**src/rtl/ptw_pkg.sv**
```systemverilog
package ptw_pkg;
  localparam int VA_W  = 32;
  localparam int PA_W  = 36;
  localparam int PTE_W = 32;
  localparam int ERR_W = 10;
  localparam int L1_LSB = 24;
  localparam int L2_LSB = 18;
  localparam int L3_LSB = 12;
  localparam int REF_BIT = 5;
  localparam int MOD_BIT = 6;
  localparam int ROM_W = 19;

  localparam logic [2:0] FT_INVALID = 3'd1;
  localparam logic [2:0] FT_XLATE   = 3'd4;

  localparam logic [1:0] SZ_4K   = 2'd0;
  localparam logic [1:0] SZ_256K = 2'd1;
  localparam logic [1:0] SZ_16M  = 2'd2;

  typedef enum logic [1:0] {ET_INVALID = 2'd0, ET_PTD = 2'd1, ET_PTE = 2'd2, ET_RSVD = 2'd3} etype_e;
  typedef enum logic [1:0] {A_DESCEND, A_LEAF, A_FAULT, A_PROBE} act_e;
  typedef enum logic [2:0] {S_IDLE, S_RD_REQ, S_RD_WAIT, S_CHECK, S_WB, S_DONE} state_e;

  function automatic logic [ERR_W-1:0] mk_err(input logic [1:0] lvl, input logic [2:0] ft);
    return {lvl, 3'b000, ft, 2'b00};
  endfunction
endpackage

```
**src/rtl/ptw_tbl_addr.sv**
```systemverilog
module ptw_tbl_addr
  import ptw_pkg::*;
#(
  parameter int CTX_W = 8
) (
  input  logic [1:0]        lvl_i,
  input  logic [PTE_W-1:0]  ctp_i,
  input  logic [CTX_W-1:0]  ctx_i,
  input  logic [VA_W-1:0]   va_i,
  input  logic [PTE_W-3:0]  ptd_i,
  output logic [PA_W-1:0]   addr_o
);
  localparam int IDX_W = VA_W - L1_LSB;
  localparam int NXT_W = L1_LSB - L2_LSB;

  logic [PA_W-1:0]  base;
  logic [PA_W-1:0]  offs;
  logic [IDX_W-1:0] idx;

  always_comb begin
    idx = '0;
    unique case (lvl_i)
      2'd1:    idx = va_i[VA_W-1:L1_LSB];
      2'd2:    idx = {{(IDX_W-NXT_W){1'b0}}, va_i[L1_LSB-1:L2_LSB]};
      default: idx = {{(IDX_W-NXT_W){1'b0}}, va_i[L2_LSB-1:L3_LSB]};
    endcase
    if (lvl_i == 2'd0) begin
      base = {ctp_i, 4'b0000};
      offs = {{(PA_W-CTX_W-2){1'b0}}, ctx_i, 2'b00};
    end else begin
      base = {ptd_i, 6'b000000};
      offs = {{(PA_W-IDX_W-2){1'b0}}, idx, 2'b00};
    end
  end

  assign addr_o = base + offs;
endmodule

```
**src/rtl/ptw_classify.sv**
```systemverilog
module ptw_classify
  import ptw_pkg::*;
(
  input  logic [PTE_W-1:0] ent_i,
  input  logic [1:0]       lvl_i,
  input  logic             probe_i,
  input  logic [1:0]       plevel_i,
  output act_e             act_o,
  output logic [2:0]       ft_o,
  output logic [PTE_W-1:0] pres_o
);
  etype_e et;
  logic   can_descend;
  logic   leaf_ok;

  assign et          = etype_e'(ent_i[1:0]);
  assign can_descend = (et == ET_PTD) && (lvl_i != 2'd3);
  assign leaf_ok     = (et == ET_PTE) && (lvl_i != 2'd0);

  always_comb begin
    act_o  = A_FAULT;
    ft_o   = FT_XLATE;
    pres_o = '0;
    if (probe_i) begin
      act_o = A_PROBE;
      if (leaf_ok) pres_o = ent_i;
      else if (can_descend) begin
        if (lvl_i == plevel_i) pres_o = ent_i;
        else act_o = A_DESCEND;
      end
    end else if (et == ET_INVALID) begin
      ft_o = FT_INVALID;
    end else if (can_descend) begin
      act_o = A_DESCEND;
    end else if (leaf_ok) begin
      act_o = A_LEAF;
    end
  end
endmodule

```
**src/rtl/ptw_pa_compose.sv**
```systemverilog
module ptw_pa_compose
  import ptw_pkg::*;
(
  input  logic [VA_W-1:0]   va_i,
  input  logic [PTE_W-9:0]  ppn_i,
  input  logic [1:0]        lvl_i,
  output logic [PA_W-1:0]   pa_o,
  output logic [1:0]        size_o
);
  logic [PA_W-1:0] offs;

  always_comb begin
    unique case (lvl_i)
      2'd1: begin
        offs   = {{(PA_W-L1_LSB){1'b0}}, va_i[L1_LSB-1:0]};
        size_o = SZ_16M;
      end
      2'd2: begin
        offs   = {{(PA_W-L2_LSB){1'b0}}, va_i[L2_LSB-1:0]};
        size_o = SZ_256K;
      end
      default: begin
        offs   = {{(PA_W-L3_LSB){1'b0}}, va_i[L3_LSB-1:0]};
        size_o = SZ_4K;
      end
    endcase
  end

  assign pa_o = {ppn_i, 12'h000} + offs;
endmodule

```
**src/rtl/ptw_walker.sv**
```systemverilog
module ptw_walker
  import ptw_pkg::*;
#(
  parameter int CTX_W = 8
) (
  input  logic                clk_i,
  input  logic                rst_ni,
  input  logic                req_valid_i,
  output logic                req_ready_o,
  input  logic [VA_W-1:0]     req_va_i,
  input  logic                req_store_i,
  input  logic                req_fetch_i,
  input  logic                req_probe_i,
  input  logic [1:0]          req_level_i,
  input  logic [PTE_W-1:0]    ctp_i,
  input  logic [CTX_W-1:0]    ctx_i,
  input  logic                bypass_i,
  input  logic                boot_i,
  input  logic [PA_W-1:0]     rom_base_i,
  output logic                mem_req_o,
  input  logic                mem_gnt_i,
  output logic                mem_we_o,
  output logic [PA_W-1:0]     mem_addr_o,
  output logic [PTE_W-1:0]    mem_wdata_o,
  input  logic                mem_rvalid_i,
  input  logic [PTE_W-1:0]    mem_rdata_i,
  output logic                chk_valid_o,
  output logic [PTE_W-1:0]    chk_pte_o,
  input  logic [2:0]          chk_fault_i,
  output logic                done_o,
  output logic [PA_W-1:0]     pa_o,
  output logic [1:0]          size_o,
  output logic [ERR_W-1:0]    err_o,
  output logic [PTE_W-1:0]    pte_o,
  output logic [2:0]          rights_o
);
  state_e           state_q;
  logic [1:0]       lvl_q, plevel_q, lvl_sel;
  logic [VA_W-1:0]  va_q;
  logic             store_q, probe_q;
  logic [PA_W-1:0]  addr_q, pa_q, tbl_addr, pa_c;
  logic [PTE_W-1:0] ent_q, pte_q, ent_upd, pres;
  logic [1:0]       size_q, size_c;
  logic [ERR_W-1:0] err_q;
  logic [2:0]       rights_q, ft;
  act_e             act;
  logic             redirect;

  assign lvl_sel  = (state_q == S_IDLE) ? 2'd0 : lvl_q + 2'd1;
  assign redirect = req_fetch_i && boot_i;
  assign ent_upd  = ent_q | (PTE_W'(1) << REF_BIT) | (store_q ? (PTE_W'(1) << MOD_BIT) : '0);

  ptw_tbl_addr #(.CTX_W(CTX_W)) u_tbl_addr (
    .lvl_i  (lvl_sel),
    .ctp_i  (ctp_i),
    .ctx_i  (ctx_i),
    .va_i   (va_q),
    .ptd_i  (mem_rdata_i[PTE_W-1:2]),
    .addr_o (tbl_addr)
  );

  ptw_classify u_classify (
    .ent_i    (mem_rdata_i),
    .lvl_i    (lvl_q),
    .probe_i  (probe_q),
    .plevel_i (plevel_q),
    .act_o    (act),
    .ft_o     (ft),
    .pres_o   (pres)
  );

  ptw_pa_compose u_pa (
    .va_i   (va_q),
    .ppn_i  (ent_q[PTE_W-1:8]),
    .lvl_i  (lvl_q),
    .pa_o   (pa_c),
    .size_o (size_c)
  );

  always_ff @(posedge clk_i or negedge rst_ni) begin
    if (!rst_ni) begin
      state_q  <= S_IDLE;
      lvl_q    <= '0;
      plevel_q <= '0;
      va_q     <= '0;
      store_q  <= 1'b0;
      probe_q  <= 1'b0;
      addr_q   <= '0;
      ent_q    <= '0;
      pa_q     <= '0;
      size_q   <= SZ_4K;
      err_q    <= '0;
      pte_q    <= '0;
      rights_q <= '0;
    end else begin
      unique case (state_q)
        S_IDLE: if (req_valid_i) begin
          store_q  <= req_store_i;
          probe_q  <= req_probe_i;
          plevel_q <= req_level_i;
          err_q    <= '0;
          pte_q    <= '0;
          size_q   <= SZ_4K;
          rights_q <= '0;
          if (bypass_i) begin
            pa_q     <= redirect ? (rom_base_i | {{(PA_W-ROM_W){1'b0}}, req_va_i[ROM_W-1:0]})
                                 : {{(PA_W-VA_W){1'b0}}, req_va_i};
            rights_q <= redirect ? 3'b101 : 3'b111;
            state_q  <= S_DONE;
          end else begin
            va_q    <= req_va_i;
            pa_q    <= '0;
            addr_q  <= tbl_addr;
            lvl_q   <= 2'd0;
            state_q <= S_RD_REQ;
          end
        end
        S_RD_REQ: if (mem_gnt_i) state_q <= S_RD_WAIT;
        S_RD_WAIT: if (mem_rvalid_i) begin
          unique case (act)
            A_DESCEND: begin
              addr_q  <= tbl_addr;
              lvl_q   <= lvl_q + 2'd1;
              state_q <= S_RD_REQ;
            end
            A_LEAF: begin
              ent_q   <= mem_rdata_i;
              state_q <= S_CHECK;
            end
            A_PROBE: begin
              pte_q   <= pres;
              state_q <= S_DONE;
            end
            default: begin
              err_q   <= mk_err(lvl_q, ft);
              state_q <= S_DONE;
            end
          endcase
        end
        S_CHECK: begin
          if (chk_fault_i != 3'd0) begin
            err_q   <= mk_err(lvl_q, chk_fault_i);
            state_q <= S_DONE;
          end else begin
            pa_q   <= pa_c;
            size_q <= size_c;
            pte_q  <= ent_upd;
            if (ent_upd != ent_q) begin
              ent_q   <= ent_upd;
              state_q <= S_WB;
            end else begin
              state_q <= S_DONE;
            end
          end
        end
        S_WB: if (mem_gnt_i) state_q <= S_DONE;
        default: state_q <= S_IDLE;
      endcase
    end
  end

  assign req_ready_o = (state_q == S_IDLE);
  assign mem_req_o   = (state_q == S_RD_REQ) || (state_q == S_WB);
  assign mem_we_o    = (state_q == S_WB);
  assign mem_addr_o  = addr_q;
  assign mem_wdata_o = ent_q;
  assign chk_valid_o = (state_q == S_CHECK);
  assign chk_pte_o   = ent_q;
  assign done_o      = (state_q == S_DONE);
  assign pa_o        = pa_q;
  assign size_o      = size_q;
  assign err_o       = err_q;
  assign pte_o       = pte_q;
  assign rights_o    = rights_q;
endmodule

```
**config.mk**
```make
export PLATFORM = sky130hd
export DESIGN_NAME = ptw_walker
export DESIGN_NICKNAME = d
export VERILOG_FILES = /design/src/rtl/ptw_pkg.sv /design/src/rtl/ptw_tbl_addr.sv /design/src/rtl/ptw_classify.sv /design/src/rtl/ptw_pa_compose.sv /design/src/rtl/ptw_walker.sv
export SDC_FILE = /design/constraint.sdc
export NUM_CORES = 1
export LEC_CHECK = 0
export ABC_CLOCK_PERIOD_IN_PS = 14500
export BUFFER_PORTS_ARGS = -buffer_cell sky130_fd_sc_hd__buf_4
export CAP_MARGIN = 20
export CORE_UTILIZATION = 55
export CTS_CLUSTER_SIZE = 14
export DETAILED_ROUTE_END_ITERATION = 7
export GPL_ROUTABILITY_DRIVEN = 0
export PLACE_DENSITY_LB_ADDON = 0.3
export SYNTH_ARGS = -nofsm -noshare
export SYNTH_HDL_FRONTEND = slang
export SYNTH_SLANG_ARGS = --single-unit
```
**constraint.sdc**
```tcl
create_clock -name clk_i -period 14.5 [get_ports clk_i]
set_clock_uncertainty 0.05 [all_clocks]
set_input_delay 0 -clock clk_i [delete_from_list [all_inputs] [get_ports clk_i]]
set_output_delay 0 -clock clk_i [all_outputs]
set_load 0.02 [all_outputs]
```
==> results of run 1 <==
power groups by stage:
stage | registers (W) | logic [W] | clock network, W
2_1_floorplan | 0.00104 | 0.000924 | 0
3_3_place_gp | 0.000899 | 0.00155 | 0
3_5_place_dp | 0.000905 | 0.00160 | 0
4_1_cts | 0.000898 | 0.00165 | 0.000455
5_1_grt | 0.000931 | 0.00183 | 0.000479
6_report | 0.000911 | 0.00170 | 0.000453
worst max-delay path, delay by kind of cell (launching register included):
kind                     cells  cell delay (ps)
adder cells (fa/ha/maj)      2              520
buffers and inverters        2              730
multiplexers                 1              420
AND/OR/NAND/NOR              6             1890
XOR/XNOR                     1               80
AO/OA/AOI/OAI                2              810
flip-flops                   1              640
state kept, by name, indices dropped and copies added (netlist names):
signal / cells
chk_pte_o: 32
store_q: 1
pte_o: 32
size_o: 2
plevel_q: 2
lvl_q: 2
probe_q: 1
err_o: 5
rights_o: 2
va_q: 32
mem_addr_o: 34
state_q: 3
pa_o: 36
per-layer routing:
metal | up-vias | global-route usage (%) | part of all wire [%]
met2 | 693 | 64.0 | 50
met5 | - | 0 | 0
met1 | 5190 | 44.5 | 37
met4 | 0 | 22.6 | 5.6
met3 | 163 | 6.97 | 8.3
li1 | 4759 | - | -
metrics by stage:
step | total power [W] | util (%) | hold slack [ps] | area [sq um] | std cells
after global placement | 0.00245 | 68.7 | 135 | 12900 | 1612
after floorplan | 0.00197 | - | -346 | 10500 | 1142
after detailed placement | 0.00250 | 68.7 | 141 | 12900 | 1612
after CTS | 0.00300 | 78.6 | 14.4 | 14700 | 1772
final | 0.00306 | 78.7 | 10.4 | 14700 | 1773
after global routing | 0.00324 | 78.7 | 28.6 | 14700 | 1773
layout make-up:
type	instances	area (sq um)	share of cell area (%)
multi-input cells	836	5320	36.1
flip-flops and latches	184	4600	31.3
repair buffers	473	3890	26.4
clock buffers	22	474	3.22
well taps	234	293	1.99
clock inverters	10	85.1	0.578
inverters	14	52.6	0.357
path summary, 6_finish.rpt:
| path | start | to | depth (start not counted) |
|---|---|---|---|
| worst max-delay path | state_q[0] | mem_addr_o[29] | 14 |
| worst min-delay path | ctp_i[10] | mem_addr_o[14] | 4 |
| worst max register to register | state_q[0] | mem_addr_o[29] | 14 |
| worst min register to register | mem_addr_o[22] | mem_addr_o[22] | 2 |
| max in group asynchronous | rst_ni | mem_addr_o[17] | 3 |
| min in group asynchronous | rst_ni | err_o[3] | 2 |
kinds of logic (layout without fill, tap and decap cells):
| kind of cell | count (synthesis) | in the layout |
|---|---|---|
| muxes | 98 | 98 |
| AOI/OAI and AO/OA | 324 | 324 |
| buffers and inverters | 122 | 519 |
| other | 1 | 7 |
| and+or+nand+nor | 337 | 337 |
| DFF | 184 | 184 |
| xor gates and xnor gates | 42 | 42 |
| adders and majority gates | 28 | 28 |
cell usage in the layout (no fill, tap or decap), types with 5 or more instances in the layout:
master,count
dlygate4sd3_1,128
dfrtp_1,184
a31oi_1,11
o21ai_1,5
nor2b_1,15
a21oi_1,146
ha_1,25
o21ai_0,69
mux2i_1,24
mux2_2,72
nor4_1,7
nor2_1,112
or2_2,7
xnor2_1,14
a22oi_1,33
conb_1,7
o21a_1,6
buf_4,343
nand2b_1,5
o211ai_1,6
o31ai_1,6
xor2_1,28
nor3b_1,6
inv_1,13
nor3_1,20
nand3_1,11
nand2_1,110
nand4_1,8
and2_1,20
clkbuf_16,17
timing repair:
item | 4_1_cts | 5_1_grt
endpoints found under the hold margin | 267 | 0
setup buffers | 0 | 0
setup endpoints to repair | 0 | 0
hold buffers | 128 | 0
==> reports/metrics.sh, run 1 <==
STATUS='finished clean'
LAYOUT_MIN_CYCLE_TIME_PS=5320
COMBPWRFRAC_PCT=55.5
CLOCKPOWERSHARE_PCT=14.8
SLEW_VIOLATIONS=0
TIMING.FINAL.SETUP_VIOLATIONS=0
DIE_W_MICRONS=140
SYNTH_SEQ_AREA_SHARE_PCT=43.8
SYNTH_TOP_CELL_AREA_SHARE_PCT=43.8
MAX_STAGE_DELAY_PS=640
SWITCHING_POWER_SHARE_OF_THE_TOTAL_PCT=45.7
FINAL_LAYOUT_SIZE_SUFFIX_GT1_SHARE_PCT=30.3
YS_TOP_CELLS_BY_AREA='dfrtp_1 44%, mux2_2 7.7%, a21oi_1 7.0%, nor2_1 4.0%, nand2_1 3.9%'
SYNTH_ENABLE_FLOP_CELLS=0
IO-PIN-COUNT=343
ROUTED_WL_MICRONS=37000
CLK_PIN_SLEW_PS=70
FP.DIEAREA_SQ_UM=19700
SLEW_HEADROOM_PCT=30.1
POWER.SEQUENTIAL.FRACTION_PCT=29.8
SYN-INSTANCE-COUNT=1136
POST_SYNTH_INSTANCE_AREA_SQ_UM=10500
CORE_SQ_UM=18700
YOSYS.CELL_TYPES.COUNT=61
NETS=1709
MOST_COMMON_FLOP_CELL_MAPPED_BY_YOSYS='dfrtp_1'
PORT-BUFFER-COUNT=335
ASYNC_FLOP_SHARE_PCT=100
INITIAL_CORE_UTIL_PCT=56.3
YS_SEQ_ELEMENTS=184
SETUP.REG_TO_REG.WORST_SLACK_PS=9180
CTS_TREE='done'
FP-ROW-COUNT=50
DRT-INITIAL-DRC-COUNT=984
CLK-INSERTION-DELAY-LATE_PS=440
ROUTE.DETAILED.VIAS_PER_INST=6.09
GRT_SETUP_UNREPAIRED='false'
SYNTHXORXNORAREAFRAC_PCT=3.50
MAXCAPVIOLATIONS=0
GLOBALROUTE.TOTALOVERFLOW=0
DIEHEIGHT_MICRONS=140
GRT_FIRST_PASS_WIRELENGTH_MICRONS=57200
YOSYS-TOP-CELLS-COUNT='184 x dfrtp_1, 147 x a21oi_1, 113 x nor2_1'
NUM-FILL-CELLS=1200
CELL_SEEN_MOST_OFTEN_AMONG_CRITICAL_PATH_STAGES='nor2_1'
WORSTSETUPENDPOINTTYPE='flop'
PEAKVDDDROP_V=0.000120
ROOT_BUFFER='clkbuf_16'
FINAL.SETUP.TNS_PS=0
CRITPATHSLOWESTCELL='dfrtp_1'
FINAL_HOLD_VIOL_COUNT=0
SYNTH_TOP_AREA_CELL='dfrtp_1'
AREA.GROWTH.SYNTH_TO_FINAL_PCT=39.8
ANTENNA_VIOLATIONS_BEFORE_REPAIR=0
GLOBALROUTETOTALUTIL_PCT=37.7
POSTCTSRESIZEDCELLS=0
SYNTH_FA_HA_AREA_SHARE_PCT=3.47
CP.REQUIRED_PS=14730
MOST_USED_STANDARD_CELL_BY_INSTANCE_COUNT_AFTER_SYNTHESIS='dfrtp_1'
PLACEMENT.SETUP.WORST_SLACK_PS=9450
HOLD_CLASS='primary input to flop'
CLOCK_PATH_BUFFERS=2
ANTENNA_VIOLATING_NETS_POST_ROUTE=0
POST_ROUTE_FRACTION_OF_THE_PERIOD_CONSUMED_BY_THE_CRITICAL_PATH_PCT=36.7
PLACE.DETAILED.HPWL_MICRONS=23900
SYNTH_TOP_FAMILY_BY_AREA='compound AO/OA/AOI/OAI gates'
WL_PER_CELL_MICRONS=20.9
CLOCK_TREE_SINKS=184
WORST-ENDPOINT-ARRIVAL_PS=5550
CRIT_PATH_START_KIND='flop'
TRITONCTS.NUM_BUFFERS=17
SYNTH-COMPOUND-AREA-SHARE_PCT=18.1
CRIT_FANOUT=73
INTERNAL_PORTION_OF_TOTAL_POWER_W=0.00166
PIN_COUNT_OF_THE_BIGGEST_NET_ENTERING_GLOBAL_ROUTING=112
SYNTH_MUX_AREA_SHARE_PCT=10.2
NUMBER_OF_GLOBAL_ROUTE_VIAS_BEFORE_REPAIR=10600
DETAILEDROUTE.FIRSTPASSITERATIONCOUNT=5
POSTSYNTHAREAPERCELL_SQ_UM=9.26
ANTENNADIODECOUNT=0
WORST_SLACK_PS=9180
SYNTH_SIMPLE_GATE_AREA_SHARE_PCT=14.8
CRIT_PATH_CELL_TRACE='nor3_1 -> nor2_1 -> inv_1 -> ha_2 -> buf_4 -> mux2_2 -> ha_1 -> nand2_1 -> o31ai_1 -> nand4_1 -> or3_1 -> nor2_1 -> xor2_1 -> o21ai_0'
SYNTH-WARNING-COUNT=0
WORST-SLEW-PIN-TRANSITION_PS=1040
VIA_COUNT=10800
FMAX_MHz=188
SETUP.WORST_PATH.CLASS='flop to flop'
POWER.DENSITY_nW_PER_UM2=208
POWER_SWITCHING_W=0.00140
CTSHTREEMAXLEVEL=4
LEAKAGE_DISSIPATION_nW=6.87
DRT_DRC_VIOLATIONS_LEFT=0
No activity file was read; power rests on OpenSTA's default activity.
==> run 2: changes to the inputs <==
--- a/config.mk
+++ b/config.mk
@@ -5,10 +5,11 @@
 export SDC_FILE = /design/constraint.sdc
 export NUM_CORES = 1
 export LEC_CHECK = 0
-export ABC_CLOCK_PERIOD_IN_PS = 14500
+export ABC_AREA = 1
+export ABC_CLOCK_PERIOD_IN_PS = 4600
 export BUFFER_PORTS_ARGS = -buffer_cell sky130_fd_sc_hd__buf_4
 export CAP_MARGIN = 20
-export CORE_UTILIZATION = 55
+export CORE_UTILIZATION = 48
 export CTS_CLUSTER_SIZE = 14
 export DETAILED_ROUTE_END_ITERATION = 7
 export GPL_ROUTABILITY_DRIVEN = 0
==> constraint.sdc (replaced) <==
create_clock -name clk_i -period 4.6 [get_ports clk_i]
set_clock_uncertainty 0.05 [all_clocks]
set_input_delay 0 -clock clk_i [delete_from_list [all_inputs] [get_ports clk_i]]
set_output_delay 0 -clock clk_i [all_outputs]
set_load 0.02 [all_outputs]
==> run 2 against run 1 <==
Net effect:
- the flow now finishes with violations (hold timing)
- combinational power increased to 3.3 times the previous value
- clock-buffer cell count decreased by 5
- sequential share of layout area decreased by 2.7 points
- hold slack got worse by 11 ps
- total power increased to 3.2 times the previous value
- sequential power increased to 2.9 times the previous value
- first-iteration DRC count increased by 45%
- critical path type unchanged
- non-clock buffer count increased by 8
- global-route usage decreased by 2.7 points
- largest power group unchanged
- largest cell class unchanged
- critical path depth increased by 5
- routed wire length increased by 19%
==> reports/metrics.sh, run 2 <==
WL_PER_CELL_MICRONS=18.1  # -13%
PIN_COUNT_OF_THE_BIGGEST_NET_ENTERING_GLOBAL_ROUTING=103  # -8.0%
SETUP.WORST_PATH.CLASS='flop to flop'
MIN_FROM='bypass_i'
PLACE.DETAILED.HPWL_MICRONS=31000  # +30%
FINAL_HOLD_VIOL_COUNT=1  # +1
ROUTE.DETAILED.VIAS_PER_INST=5.46  # -10%
GRT_FIRST_PASS_WIRELENGTH_MICRONS=66000  # +15%
YOSYS-TOP-CELLS-COUNT='640 x nand2_1, 184 x dfrtp_1, 172 x inv_1'
POST_SYNTH_INSTANCE_AREA_SQ_UM=11700  # +11%
HOLD_CLASS='primary input to flop'
CLK-INSERTION-DELAY-LATE_PS=450  # about the same
ANTENNADIODECOUNT=0  # unchanged
TIMING.CRITICAL_PATH.FROM='lvl_q[0]'
POWER.DENSITY_nW_PER_UM2=610  # +190%
WORSTSETUPENDPOINTTYPE='flop'
SYNTH_TOP_CELL_AREA_SHARE_PCT=39.4  # -4.3 points
LARGEST_REG_FLOPS=36  # unchanged
CLOCK_PATH_BUFFERS=2  # unchanged
ANTENNA_VIOLATIONS_BEFORE_REPAIR=0  # unchanged
SYNTH_ENABLE_FLOP_CELLS=0  # unchanged
MAXCAPVIOLATIONS=0  # unchanged
CORE_SQ_UM=23700  # +27%
FMAX_MHz=244  # +30%
WORST-ENDPOINT-ARRIVAL_PS=4400  # -1150 ps
GLOBALROUTETOTALUTIL_PCT=35.0  # -2.7 points
TIMING.FINAL.SETUP_VIOLATIONS=0  # unchanged
MOST_USED_STANDARD_CELL_BY_INSTANCE_COUNT_AFTER_SYNTHESIS='nand2_1'
AREA.GROWTH.SYNTH_TO_FINAL_PCT=37.7
FINAL_LAYOUT_SIZE_SUFFIX_GT1_SHARE_PCT=20.5  # -9.8 points
MOST_COMMON_FLOP_CELL_MAPPED_BY_YOSYS='dfrtp_1'
NUMBER_OF_GLOBAL_ROUTE_VIAS_BEFORE_REPAIR=12500  # +17%
GLOBALROUTE.TOTALOVERFLOW=0  # unchanged
NUMBER_OF_BUFFERS_INSERTED_TO_REPAIR_SETUP_AFTER_CTS=0  # unchanged
MOSTFREQUENTLAYOUTCELL='nand2_1'
FP-ROW-COUNT=56  # +12%
POSTSYNTHAREAPERCELL_SQ_UM=6.91  # -25%
CRIT_FANOUT=32  # -56%
LEAKAGE_DISSIPATION_nW=8.60  # +25%
STATUS='complete, but fails checks'
VIA_COUNT=13300  # +23%
GRT_SETUP_UNREPAIRED='false'
CRITICAL_PATH.REG2REG.STARTPOINT='lvl_q[0]'
ROUTED_WL_MICRONS=43900  # +19%
NETS=2277  # +33%
SLEW_HEADROOM_PCT=39.5  # +9.3 points
CTS_TREE='done'
DIEHEIGHT_MICRONS=158  # +13%
FP.DIEAREA_SQ_UM=25000  # +27%
ASYNC_FLOP_SHARE_PCT=100  # unchanged
FINAL.SETUP.TNS_PS=0  # unchanged
LAYOUT_MIN_CYCLE_TIME_PS=4100  # -1220 ps
YS_TOP_CELLS_BY_AREA='dfrtp_1 39%, nand2_1 21%, o21ai_0 5.8%, inv_1 5.5%, nor2_1 3.9%'
WORST-SLEW-PIN-TRANSITION_PS=905  # -134 ps
TRITONCTS.NUM_BUFFERS=17  # unchanged
YS_SEQ_ELEMENTS=184  # unchanged
CLOCK_TREE_SINKS=184  # unchanged
POST_ROUTE_FRACTION_OF_THE_PERIOD_CONSUMED_BY_THE_CRITICAL_PATH_PCT=89.2  # +52 points
DRT-INITIAL-DRC-COUNT=1424  # +45%
IO-PIN-COUNT=343  # unchanged
CRIT_PATH_START_KIND='flop'
FINAL_HOLD_SLACK_PS=-0.616  # -11.0 ps
SYNTH_SEQ_AREA_SHARE_PCT=39.4  # -4.3 points
ANTENNA_VIOLATING_NETS_POST_ROUTE=0  # unchanged
INITIAL_CORE_UTIL_PCT=49.3  # -6.9 points
CTSHTREEMAXLEVEL=4  # unchanged
CP.REQUIRED_PS=4900  # -9830 ps
CLK_PIN_SLEW_PS=80  # about the same
REPORT.POWER.TOTAL_W=0.00982  # +220%
LEADING_CELL_TYPES_IN_THE_LAYOUT_FILL_AND_TAPS_EXCLUDED='640 x nand2_1, 343 x buf_4, 184 x dfrtp_1'
DIE_W_MICRONS=158  # +13%
DRT_DRC_VIOLATIONS_LEFT=0  # unchanged
SYN-INSTANCE-COUNT=1691  # +49%
SYNTH_TOP_AREA_CELL='dfrtp_1'
VIOLATIONS='hold timing'
SLEW_VIOLATIONS=0  # unchanged
DETAILEDROUTE.FIRSTPASSITERATIONCOUNT=7  # +2
PEAKVDDDROP_V=0.000434  # +260%
ROOT_BUFFER='clkbuf_16'
PORT-BUFFER-COUNT=335  # unchanged
SYNTH-WARNING-COUNT=0  # unchanged
YOSYS.CELL_TYPES.COUNT=46  # -25%
## run 2: cell count changes in the layout (fill, tap and decap cells not counted), moves of 13 or more
| cell | previous run | this run |
|---|---|---|
| inv_1 | 13 | 172 |
| mux2i_1 | 24 | 2 |
| and2_1 | 20 | 3 |
| a31o_2 | 1 | 14 |
| o21ai_1 | 5 | 34 |
| a22oi_1 | 33 | 16 |
| xor2_1 | 28 | 11 |
| nor2b_1 | 15 | 0 |
| a21oi_1 | 146 | 51 |
| o21ai_0 | 69 | 135 |
| nand2_1 | 110 | 640 |
| mux2_2 | 72 | 3 |
| nand3_1 | 11 | 65 |
## run 2: path summary, 6_finish.rpt
| kind | to | slack [ps] | depth (start not counted) |
|---|---|---|---|
| worst max-delay path | mem_addr_o[13] | 500 | 19 |
| worst min register to register | va_q[4] | 430 | 2 |
| worst max register to register | mem_addr_o[13] | 500 | 19 |
| worst min-delay path | va_q[31] | -0.6 | 4 |
| min in group asynchronous | pa_o[35] | 60 | 2 |
| max in group asynchronous | mem_addr_o[35] | 3400 | 3 |
## run 2: per-stage QoR
step	area, sq um	std cells	worst slack, ps	utilization, %
after detailed placement	14100	2258	603	59.5
after CTS	16100	2425	571	67.8
final	16100	2426	498	67.9
after floorplan	11700	1697	988	-
after global routing	16100	2426	126	67.9
after global placement	14100	2258	806	59.5
## run 2: report_power, final
| part | internal (W) | switching (W) | total (W) |
|---|---|---|---|
| Combinational | 0.00198 | 0.00368 | 0.00566 |
| Sequential | 0.00217 | 0.000458 | 0.00263 |
| Clock | 0.000744 | 0.000787 | 0.00153 |
## run 2: logic make-up (layout without fill, tap and decap cells)
group           after synthesis  count (layout)  share of synthesized area (%)
compound gates              282             282                           13.6
xor+xnor                     16              16                           1.20
fa+ha+maj                    28              28                           3.13
other cells                   1               7                         0.0321
buf+inv                     284             694                           11.2
simple gates                891             891                           31.0
flops                       184             184                           39.4
mux                           5               5                          0.461
## run 2: repair_timing
action | 4_1_cts | 5_1_grt
hold buffers | 135 | 0
endpoints found under the setup margin | 0 | 0
endpoints found under the hold margin | 221 | 0
resized for setup | 0 | 0
## run 2: routing by layer
layer | global-route usage [%] | up-vias | part of all wire (%)
met3 | 6.16 | 187 | 8.7
met5 | 0 | - | 0
met1 | 44.8 | 6148 | 40
li1 | - | 6110 | -
met2 | 56.1 | 808 | 46
met4 | 19.2 | 0 | 5.6
## run 2: layout make-up
class | count | area, sq um
fill | 1986 | 7600
multi-input combinational | 1229 | 5800
sequential | 184 | 4600
timing repair buffer | 481 | 3980
inverter | 181 | 679
clock buffer | 17 | 425
tap | 319 | 399
clock inverter | 15 | 196
## run 2: worst max-delay path: stages, from the launching register on
cell and delay (ps):
dfrtp_1 480, inv_1 140, ha_1 340, inv_1 50, nor2_1 260, inv_1 110, ha_2 300, inv_2 410
o21ai_0 190, o21ai_0 200, ha_1 310, nand2_1 100, nand2_1 70, a21oi_1 260, nor2_1 80, nor2_1 250
nor2_1 130, xor2_1 160, nand2_1 70, nand2_1 50
